$ cat config.mk
export PLATFORM = sky130hd
export DESIGN_NAME = dbg_serial_port
export DESIGN_NICKNAME = d
export VERILOG_FILES = /design/src/rtl/dbgp_pkg.sv /design/src/rtl/dbgp_frame_rx.sv /design/src/rtl/dbgp_status_mux.sv /design/src/rtl/dbgp_tx_shift.sv /design/src/rtl/dbg_serial_port.sv
export SDC_FILE = /design/constraint.sdc
export NUM_CORES = 1
export LEC_CHECK = 0
export BUFFER_PORTS_ARGS = -buffer_cell sky130_fd_sc_hd__buf_2
export CAP_MARGIN = 30
export CELL_PAD_IN_SITES_DETAIL_PLACEMENT = 1
export CELL_PAD_IN_SITES_GLOBAL_PLACEMENT = 1
export CORE_MARGIN = 4
export CORE_UTILIZATION = 37
export CTS_CLUSTER_SIZE = 20
export DETAILED_ROUTE_END_ITERATION = 12
export GPL_ROUTABILITY_DRIVEN = 0
export GPL_TIMING_DRIVEN = 0
export PLACE_DENSITY = 0.74
export REMOVE_ABC_BUFFERS = 1
export SLEW_MARGIN = 20
export SYNTH_ARGS = -nofsm -noshare
export SYNTH_HDL_FRONTEND = slang
export SYNTH_SLANG_ARGS = --single-unit
$ cat constraint.sdc
create_clock -name clk -period 2.19 [get_ports clk]
set_clock_uncertainty 0.15 [all_clocks]
set_input_delay 0.3285 -clock clk [delete_from_list [all_inputs] [get_ports clk]]
set_output_delay 0.3285 -clock clk [all_outputs]
set_load 0.005 [all_outputs]
$ cat src/rtl/dbgp_pkg.sv
// Shared types for the serial debug port.
// Assumes: status codes are sent MSB first and their values are fixed.
package dbgp_pkg;

    typedef enum logic [1:0] {
        ST_DATA   = 2'b00,
        ST_SEQERR = 2'b01,
        ST_IRQ    = 2'b10,
        ST_NULL   = 2'b11
    } dbgp_status_e;

    typedef enum logic [1:0] {
        RX_IDLE = 2'b00,
        RX_MODE = 2'b01,
        RX_BODY = 2'b10
    } dbgp_rx_state_e;

endpackage

$ cat src/rtl/dbgp_frame_rx.sv
// Receive side of the debug port: spots the start bit, reads the mode bit
// and counts out the control and payload bits of the frame.
// Assumes: shift_en marks one serial bit per cycle; ready comes from the top.
module dbgp_frame_rx
    import dbgp_pkg::*;
#(
    parameter int LONG_PAY  = 30,
    parameter int SHORT_PAY = 5
) (
    input  logic                clk,
    input  logic                rst_n,
    input  logic                shift_en,
    input  logic                sdi,
    input  logic                ready,
    output logic                start_acc,
    output logic                busy,
    output logic                last_shift,
    output logic                frame_long,
    output logic                frame_ctrl,
    output logic [LONG_PAY-1:0] frame_pay
);
    localparam int CNT_W = $clog2(LONG_PAY + 2);

    dbgp_rx_state_e      state_q;
    logic [CNT_W-1:0]    cnt_q;
    logic                long_q;
    logic [LONG_PAY-1:0] sr_q;
    logic [LONG_PAY:0]   full;

    assign full       = {sr_q, sdi};
    assign start_acc  = (state_q == RX_IDLE) && shift_en && sdi && ready;
    assign busy       = (state_q != RX_IDLE);
    assign last_shift = (state_q == RX_BODY) && shift_en && (cnt_q == CNT_W'(1));
    assign frame_long = long_q;
    assign frame_ctrl = long_q ? full[LONG_PAY] : full[SHORT_PAY];
    assign frame_pay  = long_q ? full[LONG_PAY-1:0]
                               : {{(LONG_PAY-SHORT_PAY){1'b0}}, full[SHORT_PAY-1:0]};

    // Frame sequencer: idle -> mode bit -> counted body bits -> idle.
    always_ff @(posedge clk) begin
        if (!rst_n) begin
            state_q <= RX_IDLE;
            cnt_q   <= '0;
            long_q  <= 1'b0;
            sr_q    <= '0;
        end else begin
            case (state_q)
                RX_IDLE: begin
                    if (start_acc) begin
                        state_q <= RX_MODE;
                        sr_q    <= '0;
                    end
                end
                RX_MODE: begin
                    if (shift_en) begin
                        long_q  <= sdi;
                        cnt_q   <= sdi ? CNT_W'(LONG_PAY + 1) : CNT_W'(SHORT_PAY + 1);
                        state_q <= RX_BODY;
                    end
                end
                RX_BODY: begin
                    if (shift_en) begin
                        sr_q  <= full[LONG_PAY-1:0];
                        cnt_q <= cnt_q - CNT_W'(1);
                        if (cnt_q == CNT_W'(1)) begin
                            state_q <= RX_IDLE;
                        end
                    end
                end
                default: state_q <= RX_IDLE;
            endcase
        end
    end

    // A body bit count is always loaded before it is counted down.
    assert_cnt_nonzero_R7: assert property (@(posedge clk) disable iff (!rst_n)
        (state_q == RX_BODY) |-> (cnt_q != '0));

endmodule

$ cat src/rtl/dbgp_status_mux.sv
// Builds the outgoing word: a two-bit status code, then either the CPU data
// or the freeze/download flags padded with ones.
// Assumes: it is sampled only when a start bit is accepted.
module dbgp_status_mux
    import dbgp_pkg::*;
#(
    parameter int PAY_W = 30
) (
    input  logic               seq_pend,
    input  logic               dbg_mode,
    input  logic               dl_active,
    input  logic               tx_valid,
    input  logic [PAY_W-1:0]   tx_data,
    input  logic               cpu_irq,
    output dbgp_status_e       status,
    output logic [PAY_W+1:0]   word
);
    // Status priority: error, then data, then interrupt (both debug-only).
    always_comb begin
        if (seq_pend)                  status = ST_SEQERR;
        else if (dbg_mode && tx_valid) status = ST_DATA;
        else if (dbg_mode && cpu_irq)  status = ST_IRQ;
        else                           status = ST_NULL;
    end

    // Word body: data payload, or flags followed by ones.
    always_comb begin
        if (status == ST_DATA) word = {status, tx_data};
        else                   word = {status, dbg_mode, ~dl_active, {(PAY_W-2){1'b1}}};
    end

endmodule

$ cat src/rtl/dbgp_tx_shift.sv
// Transmit shifter: loads the word on the start bit, shifts it out MSB
// first while a frame runs, and shows the inverse of ready when idle.
// Assumes: busy and ready come from the receive side and the top.
module dbgp_tx_shift #(
    parameter int WORD_W = 32
) (
    input  logic              clk,
    input  logic              rst_n,
    input  logic              load,
    input  logic [WORD_W-1:0] load_word,
    input  logic              shift,
    input  logic              busy,
    input  logic              ready,
    output logic              sdo
);
    logic [WORD_W-1:0] sr_q;

    assign sdo = busy ? sr_q[WORD_W-1] : ~ready;

    // Shift register: load at start, move one bit per strobe in a frame.
    always_ff @(posedge clk) begin
        if (!rst_n) begin
            sr_q <= '0;
        end else if (load) begin
            sr_q <= load_word;
        end else if (shift && busy) begin
            sr_q <= {sr_q[WORD_W-2:0], 1'b1};
        end
    end

endmodule

$ cat src/rtl/dbg_serial_port.sv
// Serial debug port top: ready handshake, sequencing-error tracking, the
// CPU data register and delivery of received frames to the CPU.
// Assumes: the tool waits for sdo low before it sends a start bit.
module dbg_serial_port
    import dbgp_pkg::*;
#(
    parameter int WORD_W    = 32,
    parameter int SHORT_PAY = 5
) (
    input  logic              clk,
    input  logic              rst_n,
    input  logic              dbg_mode,
    input  logic              dl_active,
    input  logic              cpu_irq,
    input  logic              shift_en,
    input  logic              sdi,
    output logic              sdo,
    input  logic              cpu_ir_rd,
    input  logic              cpu_dr_rd,
    input  logic              cpu_dr_wr,
    input  logic [WORD_W-3:0] cpu_dr_wdata,
    output logic [WORD_W-3:0] ir_data,
    output logic              ir_new,
    output logic [WORD_W-3:0] dr_data,
    output logic              dr_new
);
    localparam int LONG_PAY = WORD_W - 2;

    logic                start_acc, busy, last_shift, frame_long, frame_ctrl;
    logic [LONG_PAY-1:0] frame_pay;
    logic                rdy_q, seq_pend_q, seq_out_q, tx_valid_q;
    logic [LONG_PAY-1:0] tx_data_q, ir_data_q, dr_data_q;
    logic                ir_new_q, dr_new_q, rdy_set, deliver;
    dbgp_status_e        status;
    logic [WORD_W-1:0]   word;

    dbgp_frame_rx #(.LONG_PAY(LONG_PAY), .SHORT_PAY(SHORT_PAY)) u_rx (
        .clk(clk), .rst_n(rst_n), .shift_en(shift_en), .sdi(sdi), .ready(rdy_q),
        .start_acc(start_acc), .busy(busy), .last_shift(last_shift),
        .frame_long(frame_long), .frame_ctrl(frame_ctrl), .frame_pay(frame_pay)
    );

    dbgp_status_mux #(.PAY_W(LONG_PAY)) u_mux (
        .seq_pend(seq_pend_q), .dbg_mode(dbg_mode), .dl_active(dl_active),
        .tx_valid(tx_valid_q), .tx_data(tx_data_q), .cpu_irq(cpu_irq),
        .status(status), .word(word)
    );

    dbgp_tx_shift #(.WORD_W(WORD_W)) u_tx (
        .clk(clk), .rst_n(rst_n), .load(start_acc), .load_word(word),
        .shift(shift_en), .busy(busy), .ready(rdy_q), .sdo(sdo)
    );

    assign rdy_set = dbg_mode ? (cpu_ir_rd || cpu_dr_rd)
                              : (last_shift || (!busy && !start_acc));
    assign deliver = last_shift && !seq_out_q && frame_long && dbg_mode;
    assign ir_data = ir_data_q;
    assign dr_data = dr_data_q;
    assign ir_new  = ir_new_q;
    assign dr_new  = dr_new_q;

    // Ready level: cleared by an accepted start bit, set by the mode rule.
    always_ff @(posedge clk) begin
        if (!rst_n) rdy_q <= 1'b0;
        else        rdy_q <= (rdy_q && !start_acc) || rdy_set;
    end

    // Sequencing error: raised by a long frame outside debug, cleared once sent.
    always_ff @(posedge clk) begin
        if (!rst_n) begin
            seq_pend_q <= 1'b0;
            seq_out_q  <= 1'b0;
        end else begin
            if (start_acc) begin
                seq_out_q <= (status == ST_SEQERR);
                if (status == ST_SEQERR) seq_pend_q <= 1'b0;
            end
            if (last_shift && !seq_out_q && frame_long && !dbg_mode) begin
                seq_pend_q <= 1'b1;
            end
        end
    end

    // CPU-to-tool data register: a write fills it, a data status empties it.
    always_ff @(posedge clk) begin
        if (!rst_n) begin
            tx_valid_q <= 1'b0;
            tx_data_q  <= '0;
        end else if (cpu_dr_wr) begin
            tx_valid_q <= 1'b1;
            tx_data_q  <= cpu_dr_wdata;
        end else if (start_acc && status == ST_DATA) begin
            tx_valid_q <= 1'b0;
        end
    end

    // Frame delivery: a long debug frame goes to the instruction or data register.
    always_ff @(posedge clk) begin
        if (!rst_n) begin
            ir_data_q <= '0;
            dr_data_q <= '0;
            ir_new_q  <= 1'b0;
            dr_new_q  <= 1'b0;
        end else begin
            ir_new_q <= deliver && !frame_ctrl;
            dr_new_q <= deliver && frame_ctrl;
            if (deliver && !frame_ctrl) ir_data_q <= frame_pay;
            if (deliver && frame_ctrl)  dr_data_q <= frame_pay;
        end
    end

    // Reset leaves the port not ready.
    assert_reset_not_ready_R1: assert property (@(posedge clk)
        !rst_n |=> sdo);

    // A frame only begins from the ready state.
    assert_start_needs_ready_R3: assert property (@(posedge clk) disable iff (!rst_n)
        $rose(busy) |-> $past(rdy_q));

    // A pending error outranks every other status.
    assert_error_first_R4: assert property (@(posedge clk) disable iff (!rst_n)
        (start_acc && seq_pend_q) |-> (status == ST_SEQERR));

    // Outside debug mode only error or null may be sent.
    assert_trap_status_R8: assert property (@(posedge clk) disable iff (!rst_n)
        (start_acc && !dbg_mode) |-> (status == ST_SEQERR || status == ST_NULL));

    // A frame shifted in under an error delivers nothing.
    assert_seq_discard_R10: assert property (@(posedge clk) disable iff (!rst_n)
        (last_shift && seq_out_q) |=> (!ir_new_q && !dr_new_q));

    // In debug mode only a CPU read raises ready.
    assert_dbg_ready_source_R11: assert property (@(posedge clk) disable iff (!rst_n)
        ($past(dbg_mode) && $rose(rdy_q)) |-> $past(cpu_ir_rd || cpu_dr_rd));

    // Delivery pulses last one cycle and never overlap.
    assert_single_pulse_R12: assert property (@(posedge clk) disable iff (!rst_n)
        (ir_new_q || dr_new_q) |=> (!ir_new_q && !dr_new_q));

endmodule

Word-level counts from Yosys, hierarchy flattened
Cells that the tools add are included.
{"block": "word_totals", "regBits": 166, "inputBits": 40, "output_inout_bits": 63, "elab_cells": 91}
{"block": "op_classes", "add_sub_neg": 1, "eq_ne": 8, "mux": 27, "n_bitwise": 2, "n_reduce_logical": 39}
{"operator": "$mux W30", "n": 4}
{"operator": "$mux W32", "n": 2}
{"operator": "$pmux W30 S2", "n": 1}
{"operator": "$logic_and A1 B1 Y1", "n": 17}
{"operator": "$mux W5", "n": 3}
{"operator": "$reduce_bool A2 Y1", "n": 7}
{"operator": "$mux W2", "n": 6}
{"operator": "$pmux W5 S2", "n": 1}
{"operator": "$mux W1", "n": 9}
{"operator": "$ne A2 B2 Y1 const B", "n": 4}
{"operator": "$pmux W2 S3", "n": 1}
{"operator": "$reduce_and A3 Y1", "n": 2}
{"operator": "$eq A5 B1 Y1 const B", "n": 1}
{"operator": "$logic_not A1 Y1", "n": 5}
{"operator": "$sub A5 B1 Y5 const B", "n": 1}
{"operator": "$eq A2 B1 Y1 const B", "n": 2}
{"operator": "$logic_not A2 Y1", "n": 2}
{"operator": "$reduce_and A2 Y1", "n": 2}
{"operator": "$reduce_and A4 Y1", "n": 1}
{"operator": "$logic_or A1 B1 Y1", "n": 3}
{"operator": "$eq A2 B2 Y1 const B", "n": 1}
{"operator": "$not A1 Y1", "n": 2}

Longest topological paths before layout
{"block": "depth", "depth_word": 9, "depth_mapped": 7, "depth_no_buf": 6}

By module
A second synthesis with hierarchy kept.
{"block": "hier_totals", "hier_cells": 799, "area_unflattened_um2": 7573.5}
{"mod": "dbg_serial_port", "instances": 1, "cells_each": 350, "area_per_inst_um2": 3545.9, "seq_area_each_um2": 1921.8}
{"mod": "dbgp_frame_rx", "instances": 1, "cells_each": 236, "area_per_inst_um2": 1953.1, "seq_area_each_um2": 760.7}
{"mod": "dbgp_tx_shift", "instances": 1, "cells_each": 172, "area_per_inst_um2": 1795.5, "seq_area_each_um2": 640.6}
{"mod": "dbgp_status_mux", "instances": 1, "cells_each": 41, "area_per_inst_um2": 279.0, "seq_area_each_um2": 0.0}

Least setup slack after synthesis
No wires, ideal clock.
{"block": "synth_timing", "path_type": "register to register", "from": "register u_rx.cnt_q[1]", "to": "register ir_data_q[0], in the netlist ir_data[0]", "setup_time_ps": 132, "arrival_time_ps": 1851, "required_ps": 1908, "slack_ps": 57, "stages_incl_launch_ff": 8, "path_buffers": 1, "synth_period_minus_slack_ps": 2133, "path_cell_list": "dfxtp_1 > inv_1 > ha_1 > or4b_4 > or4_4 > buf_6 > nand2_1 > a21oi_1"}
{"block": "synth_via", "elab_chain_len": 6}
{"item": "start, declared", "line_no": "dbgp_frame_rx.sv:25", "text": "logic [CNT_W-1:0] cnt_q;"}
{"item": "start signal, assigned", "line_no": "dbgp_frame_rx.sv:57", "text": "cnt_q <= sdi ? CNT_W'(LONG_PAY + 1) : CNT_W'(SHORT_PAY + 1);"}
{"item": "start signal, assigned", "line_no": "dbgp_frame_rx.sv:64", "text": "cnt_q <= cnt_q - CNT_W'(1);"}
{"item": "$eq A5 B1 Y1", "line_no": "dbgp_frame_rx.sv:33", "text": "assign last_shift = (state_q == RX_BODY) && shift_en && (cnt_q == CNT_W'(1));"}
{"item": "$logic_and A1 B1 Y1", "line_no": "dbgp_frame_rx.sv:33"}
{"item": "$logic_and A1 B1 Y1 (3 in series)", "line_no": "dbg_serial_port.sv:56", "text": "assign deliver = last_shift && !seq_out_q && frame_long && dbg_mode;"}
{"item": "$logic_and A1 B1 Y1", "line_no": "dbg_serial_port.sv:107", "text": "if (deliver && !frame_ctrl) ir_data_q <= frame_pay;"}
{"item": "end signal, assigned", "line_no": "dbg_serial_port.sv:107"}
{"item": "end, declared", "line_no": "dbg_serial_port.sv:32", "text": "logic [LONG_PAY-1:0] tx_data_q, ir_data_q, dr_data_q;"}
No other way between the ends.
A chain may end at the register's enable or synchronous reset.

Final worst setup path
{"block": "layout_timing", "from": "register u_rx.cnt_q[1]", "to": "register ir_data_q[27], in the netlist ir_data[27]"}
The elaborated chain is that of the path after synthesis.

==> results.json <==
{
  "status": "complete, but fails checks",
  "violations": "negative setup slack",
  "dp_hpwl_microns": 11100,
  "holdWs_ns": 0.0150,
  "overflow": 0,
  "wl_met2_microns": 10300,
  "fmax_ghz": 0.420,
  "dr.max_layer_used": "met4",
  "cap_violations": 0,
  "async_flop_share": 0,
  "dp.cells": 1038,
  "cts-htree-levels": 4,
  "pre_cts_slack_ns": -0.732,
  "synthTopCellsByArea": "dfxtp_1 52%, nand2_1 8.3%, a21oi_1 7.8%, nand3_1 6.3%, nor2_1 5.5%",
  "wl_met1_microns": 8300,
  "netlist_instances": 769,
  "cts_buffers": 17,
  "setup_violations": 53,
  "vias": 6008,
  "grt.total_usage": 0.203,
  "finalWorstSetupSlack_ns": -0.189,
  "cts_max_path_buffers": 2,
  "cp_slowest_stage_delay_ns": 0.55,
  "synthToLayoutAreaGrowth_pct": 32.9,
  "wl_per_cell_microns": 18.1,
  "cts.sinks": 166,
  "antenna_found_initial": 0,
  "first_iter_violations": 349,
  "hold_violations": 0,
  "yosys.area.top_type": "dfxtp_1",
  "num_antenna_cells": 0,
  "grt_pass1_vias": 6232,
  "wl_met3_microns": 1000,
  "die_h_microns": 139,
  "fp.dieW_microns": 139,
  "yosysSeqAreaShare": 0.521,
  "finalNonFillerCells": 1115,
  "grt_pass1_wl_microns": 32300,
  "arrival_ns": 2.52,
  "ys.flop_type": "dfxtp_1",
  "first_pass_iters": 5,
  "tightest_slew_ns": 0.900,
  "slowest_stage": "or4_4",
  "fp-row-count": 47,
  "start_util": 0.381,
  "post-route-period-util": 1.09,
  "yosys.cell_types.count": 43,
  "ant_nets": 0,
  "criticalPathCategory": "register to register",
  "vdd_drop_max_uv": 574,
  "port-buffer-count": 102,
  "rsz0062_at_grt": "true",
  "layout-drive-gt1-share": 0.283,
  "core-area_sq_um": 16800,
  "clkLatencyLatePin_ns": 0.42,
  "postSynthAreaPerCell_sq_um": 8.30,
  "start_kind": "register",
  "report.final.slew_viol_count": 0,
  "ios": 103,
  "post-route-min-period_ns": 2.38,
  "cp_max_fo": 8,
  "ys_warn_count": 0,
  "cts_root_buffer": "clkbuf_16",
  "min_path_type": "input port to register",
  "via_per_inst": 5.39,
  "drc": 0,
  "synth_area_sq_um": 6380,
  "final_cell_mix": "162 x dfxtp_1, 101 x buf_2, 95 x nand2_1, 93 x nor2_1, 89 x a21oi_1",
  "slew_headroom": 0.400,
  "layout.nets": 925,
  "die_area_sq_um": 19400,
  "leakagePower_nw": 3.28,
  "grt_max_degree": 97,
  "cp-end-kind": "register",
  "powerDensity_nw_per_um2": 793,
  "final_common_cell": "dfxtp_1",
  "cp_cell_sequence": "inv_2, ha_4, or4b_4, buf_6, buf_8, or4_4, nand2_1, a21oi_2",
  "ys_ff_latch": 166,
  "clk_transition_reported_paths_ns": 0.06,
  "cp_data_required_time_ns": 2.33,
  "totalWireLength_microns": 20200,
  "yosys.area.top_type_share": 0.521,
  "synth-edff-count": 0,
  "tritoncts": "yes"
}
-- registers in the layout (all words and copies together) (netlist names) --
register and cells:
u_rx.sr_q 30, dr_new 1, seq_out_q 1, u_rx.cnt_q 5
rdy_q 1, seq_pend_q 1, ir_new 1, u_tx.sr_q 32
ir_data 30, u_rx.state_q 2, tx_valid_q 1, dr_data 30
tx_data_q 30, u_rx.frame_long 1
-- layout make-up --
class                      instances  area, sq um
fill                            1962         8280
inverter                           7         31.3
clock inverter                    10          178
timing repair buffer             153         1150
tap                              220          275
multi-input combinational        538         3060
clock buffer                      21          450
sequential                       166         3330
-- routing by layer --
layer / GRT usage / vias to the layer above
met3: 0.0408 / 44
met1: 0.237 / 2917
met4: 0.0814 / 0
li1: - / 2872
met2: 0.362 / 175
met5: 0 / -
-- synth_stat cells (2+ instances only) --
library cell,count
dfxtp_1,166
nand2_1,141
a21oi_1,100
nor2_1,93
nand3_1,80
clkbuf_1,46
mux2i_1,31
o31ai_1,27
o21ai_0,9
buf_2,8
inv_1,6
a31oi_1,5
nand2b_1,5
nor3_1,5
buf_1,4
buf_4,3
buf_6,3
nor2b_1,3
a221oi_1,2
and2_1,2
ha_1,2
nand3b_1,2
nand4_1,2
nor4_2,2
o221a_2,2
o311ai_0,2
or4_4,2
-- per-stage QoR --
step	cell area (sq um)	TNS, ns	utilization	total power (W)
floorplan	6100	-108.04	-	0.00334
global placement	6880	-312.65	0.411	0.00346
detailed placement	7110	-60.00	0.424	0.00350
CTS	8320	-1.39	0.496	0.00678
global route	8480	-9.50	0.506	0.00697
finish	8480	-6.61	0.506	0.00672
-- critical path: cells and delay by family, from the launching register on --
kind | cells | cell delay [ns]
flops | 1 | 0.33
fa+ha+maj | 1 | 0.13
simple gates | 3 | 1.21
compound gates | 1 | 0.06
buf+inv | 3 | 0.37
-- cells by family after synthesis --
kind of cell	share of synthesized area
buf+inv	0.0486
compound gates	0.142
flops	0.521
simple gates	0.236
mux	0.0486
fa+ha+maj	0.00392
-- power by group --
group	switching, W	internal, W
clock	0.00119	0.00204
combinational	0.000222	0.000156
sequential	0.0000417	0.00307
total	0.00146	0.00527
-- final timing paths --
kind | start | to | slack (ns) | depth (start not counted)
worst max-delay path | u_rx.cnt_q[1] | ir_data[27] | -0.19 | 8
worst min-delay path | cpu_dr_wdata[0] | tx_data_q[0] | 0.01 | 3
worst max register to register | u_rx.cnt_q[1] | ir_data[27] | -0.19 | 8
worst min register to register | ir_data[14] | ir_data[14] | 0.30 | 2
-- what timing repair did --
| action | CTS | global route |
|---|---|---|
| setup endpoints to repair | 110 | 90 |
| gates cloned | 8 | 0 |
| pin swaps | 56 | 37 |
| resized for setup | 45 | 49 |
| setup buffers | 16 | 4 |
| hold buffers | 19 | 0 |
| hold endpoints to repair | 19 | 0 |
Note: power is estimated with default switching activity, not from simulation.
